$ cat config.mk
export PLATFORM = sky130hd
export DESIGN_NAME = frame_phase_meter
export DESIGN_NICKNAME = d
export VERILOG_FILES = /design/src/rtl/fpm_pkg.sv /design/src/rtl/fpm_ctrl.sv /design/src/rtl/fpm_datapath.sv /design/src/rtl/frame_phase_meter.sv
export SDC_FILE = /design/constraint.sdc
export NUM_CORES = 1
export LEC_CHECK = 0
export BUFFER_PORTS_ARGS = -buffer_cell sky130_fd_sc_hd__buf_2
export CELL_PAD_IN_SITES_DETAIL_PLACEMENT = 2
export CELL_PAD_IN_SITES_GLOBAL_PLACEMENT = 2
export CORE_ASPECT_RATIO = 0.5
export CORE_MARGIN = 2
export CORE_UTILIZATION = 36
export DETAILED_ROUTE_END_ITERATION = 8
export GPL_TIMING_DRIVEN = 0
export PLACE_DENSITY = 0.77
export SLEW_MARGIN = 10
export SYNTH_ARGS = -nofsm -noshare
export SYNTH_HDL_FRONTEND = slang
export SYNTH_SLANG_ARGS = --single-unit
$ cat constraint.sdc
create_clock -name clk -period 2.5 [get_ports clk]
set_input_delay 0.5 -clock clk [delete_from_list [all_inputs] [get_ports clk]]
set_output_delay 0.5 -clock clk [all_outputs]
set_load 0.02 [all_outputs]
$ cat src/rtl/fpm_pkg.sv
package fpm_pkg;

  // Strobes from control to datapath, valid for one bit-clock cycle
  typedef struct packed {
    logic realign;  // load counter with channel 0, bit 0
    logic capture;  // store current position as the phase reading
    logic compare;  // a previous reading exists; evaluate the wrap rule
  } fpmStrobes_t;

endpackage

$ cat src/rtl/fpm_ctrl.sv
module fpm_ctrl #(
  parameter int SYNC_STAGES = 2
) (
  input  logic                clk,
  input  logic                rstN,
  input  logic                framePulse,
  input  logic                refClk8k,
  output fpm_pkg::fpmStrobes_t strobes
);

  logic [SYNC_STAGES-1:0] syncChain;
  logic                   edgeHist;
  logic                   havePrev;
  logic                   refRise;

  // Synchroniser chain for the asynchronous 8 kHz input
  genvar g;
  generate
    for (g = 0; g < SYNC_STAGES; g++) begin : g_sync
      if (g == 0) begin : g_first
        always_ff @(posedge clk or negedge rstN) begin
          if (!rstN) syncChain[0] <= 1'b0;
          else       syncChain[0] <= refClk8k;
        end
      end else begin : g_next
        always_ff @(posedge clk or negedge rstN) begin
          if (!rstN) syncChain[g] <= 1'b0;
          else       syncChain[g] <= syncChain[g-1];
        end
      end
    end
  endgenerate

  always_ff @(posedge clk or negedge rstN) begin
    if (!rstN) edgeHist <= 1'b0;
    else       edgeHist <= syncChain[SYNC_STAGES-1];
  end

  assign refRise = syncChain[SYNC_STAGES-1] & ~edgeHist;

  // Remembers that one reading has been taken since reset
  always_ff @(posedge clk or negedge rstN) begin
    if (!rstN)        havePrev <= 1'b0;
    else if (refRise) havePrev <= 1'b1;
  end

  always_comb begin
    strobes.realign = framePulse;
    strobes.capture = refRise;
    strobes.compare = refRise & havePrev;
  end

endmodule

$ cat src/rtl/fpm_datapath.sv
module fpm_datapath #(
  parameter int CHANNELS    = 32,
  parameter int BITS_PER_CH = 8
) (
  input  logic                clk,
  input  logic                rstN,
  input  fpm_pkg::fpmStrobes_t strobes,
  output logic [$clog2(CHANNELS)+$clog2(BITS_PER_CH)-1:0] curPos,
  output logic [$clog2(CHANNELS)+$clog2(BITS_PER_CH):0]   phaseWord
);

  localparam int CH_W  = $clog2(CHANNELS);
  localparam int BIT_W = $clog2(BITS_PER_CH);
  localparam int POS_W = CH_W + BIT_W;
  localparam logic [POS_W:0]   HALF     = (POS_W+1)'(1 << (POS_W - 1));
  localparam logic [CH_W-1:0]  CH_LAST  = CH_W'(CHANNELS - 1);
  localparam logic [BIT_W-1:0] BIT_LAST = BIT_W'(BITS_PER_CH - 1);

  logic [CH_W-1:0]  chanCnt;
  logic [BIT_W-1:0] bitCnt;
  logic [POS_W-1:0] reading;
  logic             wrapBit;
  logic [POS_W:0]   upDist;
  logic [POS_W:0]   downDist;
  logic             crossFwd;
  logic             crossBack;

  // Bit-within-channel counter
  always_ff @(posedge clk or negedge rstN) begin
    if (!rstN)                    bitCnt <= '0;
    else if (strobes.realign)     bitCnt <= '0;
    else if (bitCnt == BIT_LAST)  bitCnt <= '0;
    else                          bitCnt <= bitCnt + 1'b1;
  end

  // Channel counter, advances when the bit count rolls over
  always_ff @(posedge clk or negedge rstN) begin
    if (!rstN)                       chanCnt <= '0;
    else if (strobes.realign)        chanCnt <= '0;
    else if (bitCnt == BIT_LAST) begin
      if (chanCnt == CH_LAST)        chanCnt <= '0;
      else                           chanCnt <= chanCnt + 1'b1;
    end
  end

  assign curPos = {chanCnt, bitCnt};

  // Distances between the new position and the held reading
  always_comb begin
    upDist    = {1'b0, curPos} - {1'b0, reading};
    downDist  = {1'b0, reading} - {1'b0, curPos};
    crossFwd  = (curPos < reading) && (downDist > HALF);
    crossBack = (curPos > reading) && (upDist > HALF);
  end

  always_ff @(posedge clk or negedge rstN) begin
    if (!rstN)                reading <= '0;
    else if (strobes.capture) reading <= curPos;
  end

  always_ff @(posedge clk or negedge rstN) begin
    if (!rstN)
      wrapBit <= 1'b0;
    else if (strobes.compare && (crossFwd || crossBack))
      wrapBit <= ~wrapBit;
  end

  assign phaseWord = {wrapBit, reading};

endmodule

$ cat src/rtl/frame_phase_meter.sv
module frame_phase_meter #(
  parameter int CHANNELS    = 32,
  parameter int BITS_PER_CH = 8,
  parameter int SYNC_STAGES = 2
) (
  input  logic clk,
  input  logic rstN,
  input  logic framePulse,
  input  logic refClk8k,
  output logic [$clog2(CHANNELS)+$clog2(BITS_PER_CH):0] phaseWord
);

  localparam int POS_W = $clog2(CHANNELS) + $clog2(BITS_PER_CH);

  fpm_pkg::fpmStrobes_t strobes;
  logic [POS_W-1:0]     curPos;
  logic                 captureStb;
  logic                 compareStb;

  fpm_ctrl #(
    .SYNC_STAGES(SYNC_STAGES)
  ) ctrl_i (
    .clk       (clk),
    .rstN      (rstN),
    .framePulse(framePulse),
    .refClk8k  (refClk8k),
    .strobes   (strobes)
  );

  fpm_datapath #(
    .CHANNELS   (CHANNELS),
    .BITS_PER_CH(BITS_PER_CH)
  ) dp_i (
    .clk      (clk),
    .rstN     (rstN),
    .strobes  (strobes),
    .curPos   (curPos),
    .phaseWord(phaseWord)
  );

  assign captureStb = strobes.capture;
  assign compareStb = strobes.compare;

endmodule

# Word level (Yosys, flattened, before mapping)
# Index checks and enable logic that the tools add are counted.
# W data, S select, Z words.
[classes] mux=5 magnitude_cmp=4 bitwise=4 add_sub_neg=4 n_reduce_logical=5 n_eq_ne=2
[op_table] operator="$gt A9 B8 Y1 const B" count=2
[op_table] operator="$sub A8 B8 Y9" count=2
[op_table] operator="$mux W5" count=3
[op_table] operator="$gt A8 B8 Y1" count=1
[op_table] operator="$lt A8 B8 Y1" count=1
[op_table] operator="$mux W3" count=2
[op_table] operator="$add A5 B1 Y5 const B" count=1
[op_table] operator="$eq A5 B5 Y1 const B" count=1
[op_table] operator="$add A3 B1 Y3 const B" count=1
[op_table] operator="$eq A3 B3 Y1 const B" count=1
[op_table] operator="$logic_and A1 B1 Y1" count=3
[op_table] operator="$and A1 B1 Y1" count=2
[op_table] operator="$not A1 Y1" count=2
[op_table] operator="$reduce_bool A2 Y1" count=1
[op_table] operator="$logic_or A1 B1 Y1" count=1
[totals] inputBits=4 out_inout_bits=9 reg_bits=21

# Longest topological paths before layout
# Gate-level depths: netlist of the first run.
[logic_depth] depth_word=5 depth_mapped=11

# By module
# From an unflattened synthesis of the first run, not the netlist that was laid out.
[unflattened] hier_cells=178 area_unflattened_um2=1610.3
[by_module_without_submodules] mod="fpm_datapath" seq_area_each_um2=425.4 n_inst=1 cells_per_inst=169 area_per_inst_um2=1467.7
[by_module_without_submodules] mod="fpm_ctrl" seq_area_each_um2=100.1 n_inst=1 cells_per_inst=9 area_per_inst_um2=142.6

# Worst setup path before layout of the first run
# Ideal clock, no wire load.
[synth_path] kind="register to register" start="register dp_i.reading[0]" end="register dp_i.wrapBit" required_time_ps=2377 arrival_ps=2191 synth_period_minus_slack_ps=2315 path_slack_ps=185 n_path_buf=0 stages_incl_launch_ff=10 setup_ps=123 cell_sequence="dfrtp_1 -> ha_1 -> fa_1 -> nand2b_1 -> o2bb2ai_1 -> nand2b_1 -> a211o_1 -> a211oi_1 -> a211oi_2 -> xnor2_1"
[synth_between] elab_chain_cells=5 elab_cells_between_ends=10 cone_classes="add/sub: 2; order compare: 4; reduce/logical: 4"
[synth_rtl] item="start, declared" line="fpm_datapath.sv:21" text="logic [POS_W-1:0] reading;"
[synth_rtl] item="start signal, assigned" line="fpm_datapath.sv:58" text="else if (strobes.capture) reading <= curPos;"
[synth_rtl] item="$sub A8 B8 Y9, on equally long branches" line="fpm_datapath.sv:51, fpm_datapath.sv:50"
[synth_rtl] item="$gt A9 B8 Y1, on equally long branches" line="fpm_datapath.sv:52, fpm_datapath.sv:53"
[synth_rtl] item="$logic_and A1 B1 Y1, on equally long branches" line="fpm_datapath.sv:52, fpm_datapath.sv:53"
[synth_rtl] item="$logic_or A1 B1 Y1 *" line="fpm_datapath.sv:64" text="else if (strobes.compare && (crossFwd || crossBack))"
[synth_rtl] item="$logic_and A1 B1 Y1 *" line="fpm_datapath.sv:64"
[synth_rtl] item="end signal, assigned" line="fpm_datapath.sv:65" text="wrapBit <= ~wrapBit;"
[synth_rtl] item="end, declared" line="fpm_datapath.sv:22" text="logic wrapBit;"
# Every way passes the cells marked *; elsewhere a longest branch is shown, timed or not.
# A chain may end at the register's enable or synchronous reset.

# Worst setup path after layout of the first run
[layout_path] start="register dp_i.chanCnt[2]" end="register dp_i.wrapBit"
[layout_between] elab_chain_cells=5 elab_cells_between_ends=10 cone_classes="add/sub: 2; order compare: 4; reduce/logical: 4"
[layout_rtl] item="start, declared" line="fpm_datapath.sv:19" text="logic [CH_W-1:0] chanCnt;"
[layout_rtl] item="start signal, assigned" line="fpm_datapath.sv:42" text="else chanCnt <= chanCnt + 1'b1;"
[layout_rtl] item="$sub A8 B8 Y9, on equally long branches" line="fpm_datapath.sv:51, fpm_datapath.sv:50"
[layout_rtl] item="$gt A9 B8 Y1, on equally long branches" line="fpm_datapath.sv:52, fpm_datapath.sv:53"
[layout_rtl] item="$logic_and A1 B1 Y1, on equally long branches" line="fpm_datapath.sv:52, fpm_datapath.sv:53"
[layout_rtl] item="$logic_or A1 B1 Y1 *" line="fpm_datapath.sv:64"
[layout_rtl] item="$logic_and A1 B1 Y1 *" line="fpm_datapath.sv:64"
# Marks and branches as above.

==> run_results.csv, run 1 <==
group,metric,value,unit
timing,worstMarginPinSlew,0.510,ns
timing,fin_ws,0.138,ns
critical_path,end_kind,"flip-flop",
floorplan,ioPinCount,13,
critical_path,worst-setup-path-type,"reg -> reg",
yosys,synth-main-ff-cell,"dfrtp_1",
status,status,"complete, no violations",
layout,antennaDiodeCount,0,
place,placed_cell_area,1700,um2
grt,gr-total-overflow,0,
grt,grt_pass1_vias,1460,
floorplan,die_area,4940,um2
detailed_routing,drc,0,
layout,fill_cells,473,
yosys,ys_warn_count,0,
floorplan,placement_rows,16,
layout,fin_area,1770,um2
detailed_routing,initialDrtViolationCount,14,
detailed_routing,postRouteAntennaNets,0,
layout,utilization,43.8,%
timing,fin_crit_sh,94.5,%
layout,seq_area,528,um2
detailed_routing,vias,1350,
run,cap_violations,0,
critical_path,startpoint_type,"flip-flop",
yosys,syn_nets,205,
pwr,p_clk_share,26.2,%
yosys,synth_top_area_share,33.5,%
pwr,ir_drop,0.183,mV
floorplan,core_area,4040,um2
timing,report.final.slew_viol_count,0,
yosys,syn_inst,180,
critical_path,path_max_fanout,8,
layout,fin_nets,223,
floorplan,dieHeight,50.7,um
detailed_routing,wl,4.56,mm
yosys,syn_area,1570,um2
clock_network,cts_tree,"built",
detailed_routing,firstDrtPassIters,4,
clock_network,cts_buffers,3,
timing,setup_viol,0,
layout,synthToLayoutAreaGrowth,12.9,%
hold_path,hold_path_class,"in -> async",
pwr,seq_power_share,40.7,%
critical_path,required,2.70,ns
timing,min_period,2.36,ns
timing,grt_setup_unrepaired,"false",
place,dp_hpwl,3.42,mm
yosys,seq_area_frac_synth,33.5,%
grt,grt_pass1_wl,7.44,mm
clock_network,clk_pin_slew,0.09,ns
clock_network,ctsHoldBuffers,0,
clock_network,clk_path_buf_depth,2,
pwr,internal-power,0.000611,W
place,port_buffers,12,
pwr,pwr-share-comb,33.1,%
grt,grtUsageTotal,19.6,%
pwr,leakage,0.811,nW
timing,tns,0,ns
yosys,avgSynthCellArea,8.72,um2
grt,grt_max_degree,22,
yosys,yosysUniqueCellTypes,38,
yosys,synth.ff_latch_count,21,
critical_path,arrival,2.56,ns
place,place_ws,-0.0125,ns
pwr,switchingPower,0.000324,W
clock_network,clock_latency,0.27,ns
timing,final_hold_viol_count,0,
detailed_routing,via_per_inst,5.38,
clock_network,clockRootBuffer,"clkbuf_8",
floorplan,die_x,97.4,um
timing,slew_headroom,66.0,%
layout,multiInputGateArea,947,um2
yosys,synth_edf_count,0,
place,gp_congestion,0.856,
yosys,ys_async_sr_fraction,100,%
yosys,synthTopCellsByArea,"dfrtp_1 (33%), ha_1 (16%), nand2_1 (4.3%)",
grt,antenna_found_initial,0,
yosys,synth_top_cell_by_area,"dfrtp_1",
pwr,power_density,527,nW/um2
timing,max_clock_freq,423,MHz
floorplan,initial_core_util,38.8,%
pwr,power.total,0.000935,W
clock_network,clock_sinks,21,
layout,drive_gt1_share,16.8,%
clock_network,cts_max_level,1,
pwr,swShare,34.6,%
timing,fin_skew,0.00587,ns
detailed_routing,routedWlPerCell,18.2,um
[metal layers]
layer / vias to the layer above / share of wire (%) / GRT usage [%]
li1: 643 / - / -
met2: 8 / 47 / 34.0
met1: 697 / 51 / 26.7
met4: 0 / 0.29 / 2.08
met5: - / 0 / 0
met3: 2 / 1.6 / 3.76
[cell type report]
class                   instances  area share, %
clock inverters                 1          0.423
flip-flops and latches         21           29.8
multi-input cells             134           53.4
repair buffers                 13           3.81
plain buffers                   9           3.03
clock buffers                   3           2.33
well taps                      54           3.81
inverters                      16           3.39
[registers in the layout, indices dropped and copies added (netlist names)]
signal and cells:
dp_i.reading 8, dp_i.chanCnt 5, dp_i.bitCnt 3, ctrl_i.syncChain 2
ctrl_i.edgeHist 1, ctrl_i.havePrev 1, dp_i.wrapBit 1
[critical path, stage by stage (launching register included)]
cell,delay [ns]
dfrtp_1,0.46
ha_1,0.32
buf_2,0.21
and2_1,0.18
nand2_1,0.09
o21ai_1,0.22
nand4_1,0.12
or3_1,0.34
a211oi_2,0.23
xnor2_1,0.14
[stage by stage]
stage	instances	hold slack, ns
after floorplan	180	0.204
after global placement	246	0.335
after detailed placement	246	0.348
after CTS	250	0.212
after global routing	251	0.220
final	251	0.187
[final timing paths]
check	startpoint	to	slack (ns)	cells after the start
worst max-delay path	dp_i.chanCnt[2]	dp_i.wrapBit	0.14	9
worst min register to register	ctrl_i.syncChain[0]	ctrl_i.syncChain[1]	0.37	0
worst max register to register	dp_i.chanCnt[2]	dp_i.wrapBit	0.14	9
min in group clk	refClk8k	ctrl_i.syncChain[0]	0.33	1
worst min-delay path	rstN	dp_i.reading[1]	0.19	1
max in group asynchronous	rstN	dp_i.bitCnt[0]	1.94	1
[cell families after synthesis]
family | share of synthesized area, %
fa+ha+maj | 17.2
mux | 1.91
flops | 33.5
compound gates | 15.8
xor+xnor | 3.90
simple gates | 20.5
buf+inv | 7.25
[what timing repair did]
action                                  4_1_cts  5_1_grt
resized for setup                             1        7
setup buffers                                 0        1
endpoints found under the setup margin        1        1
[power by group through the flow]
stage | Sequential [W] | Clock [W] | Combinational (W)
6_report | 0.000380 | 0.000245 | 0.000309
5_1_grt | 0.000385 | 0.000269 | 0.000344
4_1_cts | 0.000380 | 0.000253 | 0.000298
3_5_place_dp | 0.000387 | 0 | 0.000296
3_3_place_gp | 0.000385 | 0 | 0.000287
2_1_floorplan | 0.000389 | 0 | 0.000218
[cells in the final DEF (no fill, tap or decap), types with 3 or more instances in the layout]
master and n:
a21oi_1 7, a21oi_2 3, buf_2 13, buf_4 6, clkbuf_1 3, clkbuf_8 3
dfrtp_1 19, ha_1 20, inv_1 16, mux2i_1 3, nand2_1 18, nand2b_1 8
nand4_1 4, nor2_1 14, nor2b_1 4, nor3_1 5, o21ai_0 11, o21ai_1 3
xnor2_1 3, xor2_1 4
[cell usage after synthesis, types with 3 or more instances]
cell / count
nand2b_1: 8
nand4_1: 4
ha_1: 20
buf_4: 5
xnor2_1: 3
nor2_1: 14
xor2_1: 4
nor2b_1: 4
dfrtp_1: 21
a21oi_1: 8
mux2i_1: 3
o21ai_0: 13
nand2_1: 18
clkbuf_1: 3
nor3_1: 6
inv_1: 16
(Power assumes the default switching activity.)
==> run 2: changes to the inputs <==
ABC_AREA = 1   (was unset)
BUFFER_PORTS_ARGS = -buffer_cell sky130_fd_sc_hd__buf_4   (was -buffer_cell sky130_fd_sc_hd__buf_2)
CORE_UTILIZATION = 34   (was 36)
PLACE_DENSITY = 0.78   (was 0.77)
==> run_results.csv, run 2 <==
group,metric,value,unit
critical_path,crit_top_cell,"nand2_1",
place,dp_hpwl,4.01,mm
layout,regMostFlops,"dp_i.reading",
hold_path,hold_path_class,"in -> async",
floorplan,dieHeight,53.5,um
detailed_routing,postRouteAntennaNets,0,
critical_path,worst-setup-path-type,"reg -> reg",
grt,antenna_found_initial,0,
clock_network,clock_latency,0.26,ns
critical_path,path_delay_family,"simple AND/OR/NAND/NOR gates",
place,port_buffers,12,
yosys,syn_area,1670,um2
critical_path,cp_slowest_stage_delay,0.45,ns
yosys,syn_nets,263,
critical_path,cp_cell_sequence,"inv_1 -> ha_1 -> fa_1 -> nand2_1 -> nand3_1 -> a21oi_1 -> nand3_1 -> nor2_1 -> nand3_1 -> nand2_1 -> nand2_1 -> nand2_1 -> nand2_1 -> nand3_1 -> nand2_1",
floorplan,placement_rows,17,
yosys,synth-main-ff-cell,"dfrtp_1",
pwr,ir_drop,0.405,mV
detailed_routing,initialDrtViolationCount,17,
detailed_routing,wl,4.81,mm
grt,gr-total-overflow,0,
yosys,synthTopCellsByCount,"nand2_1 (71), inv_1 (44), dfrtp_1 (21)",
timing,report.final.slew_viol_count,0,
clock_network,clockRootBuffer,"clkbuf_8",
timing,min_period,2.30,ns
timing,setup_viol,0,
run,cap_violations,0,
yosys,ys_async_sr_fraction,100,%
yosys,avgSynthCellArea,7.01,um2
grt,grtUsageTotal,20.0,%
clock_network,clk_pin_slew,0.07,ns
yosys,yosysUniqueCellTypes,27,
critical_path,end_kind,"flip-flop",
yosys,syn_inst,238,
layout,top_regs,"dp_i.reading: 8 flops, dp_i.chanCnt: 5 flops, dp_i.bitCnt: 3 flops",
detailed_routing,routedWlPerCell,15.0,um
layout,mostFrequentLayoutCells,"nand2_1 (71), inv_1 (44), dfrtp_1 (21)",
timing,grt_setup_unrepaired,"false",
timing,worstMarginPinSlew,0.423,ns
yosys,ys_warn_count,0,
yosys,synth.most_common_cell,"nand2_1",
floorplan,die_x,103,um
timing,slew_headroom,71.8,%
detailed_routing,vias,1536,
floorplan,initial_core_util,36.7,%
timing,fin_crit_sh,91.9,%
layout,utilization,41.5,%
critical_path,arrival,2.45,ns
floorplan,die_area,5520,um2
pwr,leakage,1.05,nW
critical_path,startpoint_type,"flip-flop",
pwr,power_density,551,nW/um2
layout,fill_cells,591,
detailed_routing,firstDrtPassIters,4,
floorplan,ioPinCount,13,
detailed_routing,drc,0,
yosys,synth_top_cell_by_area,"dfrtp_1",
yosys,synth_top_area_share,31.5,%
layout,synthToLayoutAreaGrowth,13.0,%
timing,max_clock_freq,435,MHz
critical_path,critical-path-slowest-cell,"dfrtp_1",
layout,fin_area,1890,um2
grt,grt_pass1_vias,1679,
layout,drive_gt1_share,10.2,%
timing,fin_skew,0.00113,ns
critical_path,path_max_fanout,4,
clock_network,cts_buffers,3,
place,placed_cell_area,1840,um2
place,gp_congestion,0.740,
yosys,synthTopCellsByArea,"dfrtp_1 (31%), nand2_1 (16%), ha_1 (15%)",
yosys,synth.ff_latch_count,21,
grt,grt_max_degree,22,
clock_network,cts_tree,"built",
yosys,seq_area_frac_synth,31.5,%
layout,largest_reg_flops,8,
clock_network,post-cts-setup-buffers,0,
detailed_routing,via_per_inst,4.80,
layout,fin_nets,280,
floorplan,core_area,4550,um2
grt,grt_pass1_wl,8.24,mm
critical_path,required,2.66,ns
clock_network,cts_max_level,1,
critical_path,path_buf_inv,1,
layout,antennaDiodeCount,0,
status,status,"complete, no violations",
clock_network,clk_path_buf_depth,2,
yosys,synth_edf_count,0,
clock_network,ctsHoldBuffers,0,
timing,final_hold_viol_count,0,
clock_network,cts_resized,0,
clock_network,clock_sinks,21,
timing,tns,0,ns
layout,layout_commonest_cell,"nand2_1",
run 2: worst register-to-register path, cell delays in order (launching register included):
cell     delay, ns
dfrtp_1       0.45
inv_1         0.10
ha_1          0.21
fa_1          0.44
nand2_1       0.09
nand3_1       0.07
a21oi_1       0.12
nand3_1       0.09
nor2_1        0.10
nand3_1       0.07
nand2_1       0.06
nand2_1       0.05
nand2_1       0.07
nand2_1       0.12
nand3_1       0.10
nand2_1       0.05
run 2: layout make-up:
| cell class | count | area, um2 | area share (%) |
|---|---|---|---|
| Tap cell | 66 | 82.6 | 4.38 |
| Inverter | 46 | 173 | 9.15 |
| Multi-Input combinational cell | 167 | 947 | 50.2 |
| Clock buffer | 4 | 45.0 | 2.39 |
| Timing Repair Buffer | 12 | 90.1 | 4.77 |
| Sequential cell | 21 | 526 | 27.9 |
| Buffer | 4 | 23.8 | 1.26 |
run 2: through the flow:
stage | hold WS, ns | power, W | setup slack (ns) | cells
2_1_floorplan | 0.204 | 0.000693 | 0.534 | 238
3_3_place_gp | 0.334 | 0.000804 | 0.278 | 316
3_5_place_dp | 0.356 | 0.000829 | 0.208 | 316
4_1_cts | 0.114 | 0.00105 | 0.205 | 320
5_1_grt | 0.124 | 0.00112 | 0.0256 | 320
6_report | 0.112 | 0.00104 | 0.202 | 320
run 2: cells by family after synthesis:
logic type               after synthesis  share of synthesized area [%]
XOR/XNOR                               4                           2.55
buffers and inverters                 50                           11.8
AND/OR/NAND/NOR                      115                           29.4
AO/OA/AOI/OAI                         27                           8.62
adder cells (fa/ha/maj)               21                           16.2
flip-flops                            21                           31.5
run 2: metal layers:
metal	global-route usage, %	vias to the layer above	wire (um)	part of all wire [%]
li1	-	774	-	-
met1	27.5	752	2550	53
met2	34.6	6	2180	45
met3	1.17	4	34	0.71
met4	5.92	0	34	0.71
met5	0	-	0	0
run 2: final timing paths:
check,slack (ns),from,depth (start not counted),endpoint
max,0.20,dp_i.bitCnt[0],15,dp_i.wrapBit
min,0.11,rstN,1,ctrl_i.syncChain[0]
max reg2reg,0.20,dp_i.bitCnt[0],15,dp_i.wrapBit
min reg2reg,0.37,ctrl_i.syncChain[0],0,ctrl_i.syncChain[1]
max in group asynchronous,2.17,rstN,1,dp_i.reading[7]
min in group clk,0.34,refClk8k,1,ctrl_i.syncChain[0]
run 2: power by group:
group,internal [W],switching (W)
Sequential,0.000360,0.0000219
Clock,0.000114,0.000107
Combinational,0.000159,0.000277
Total,0.000633,0.000406
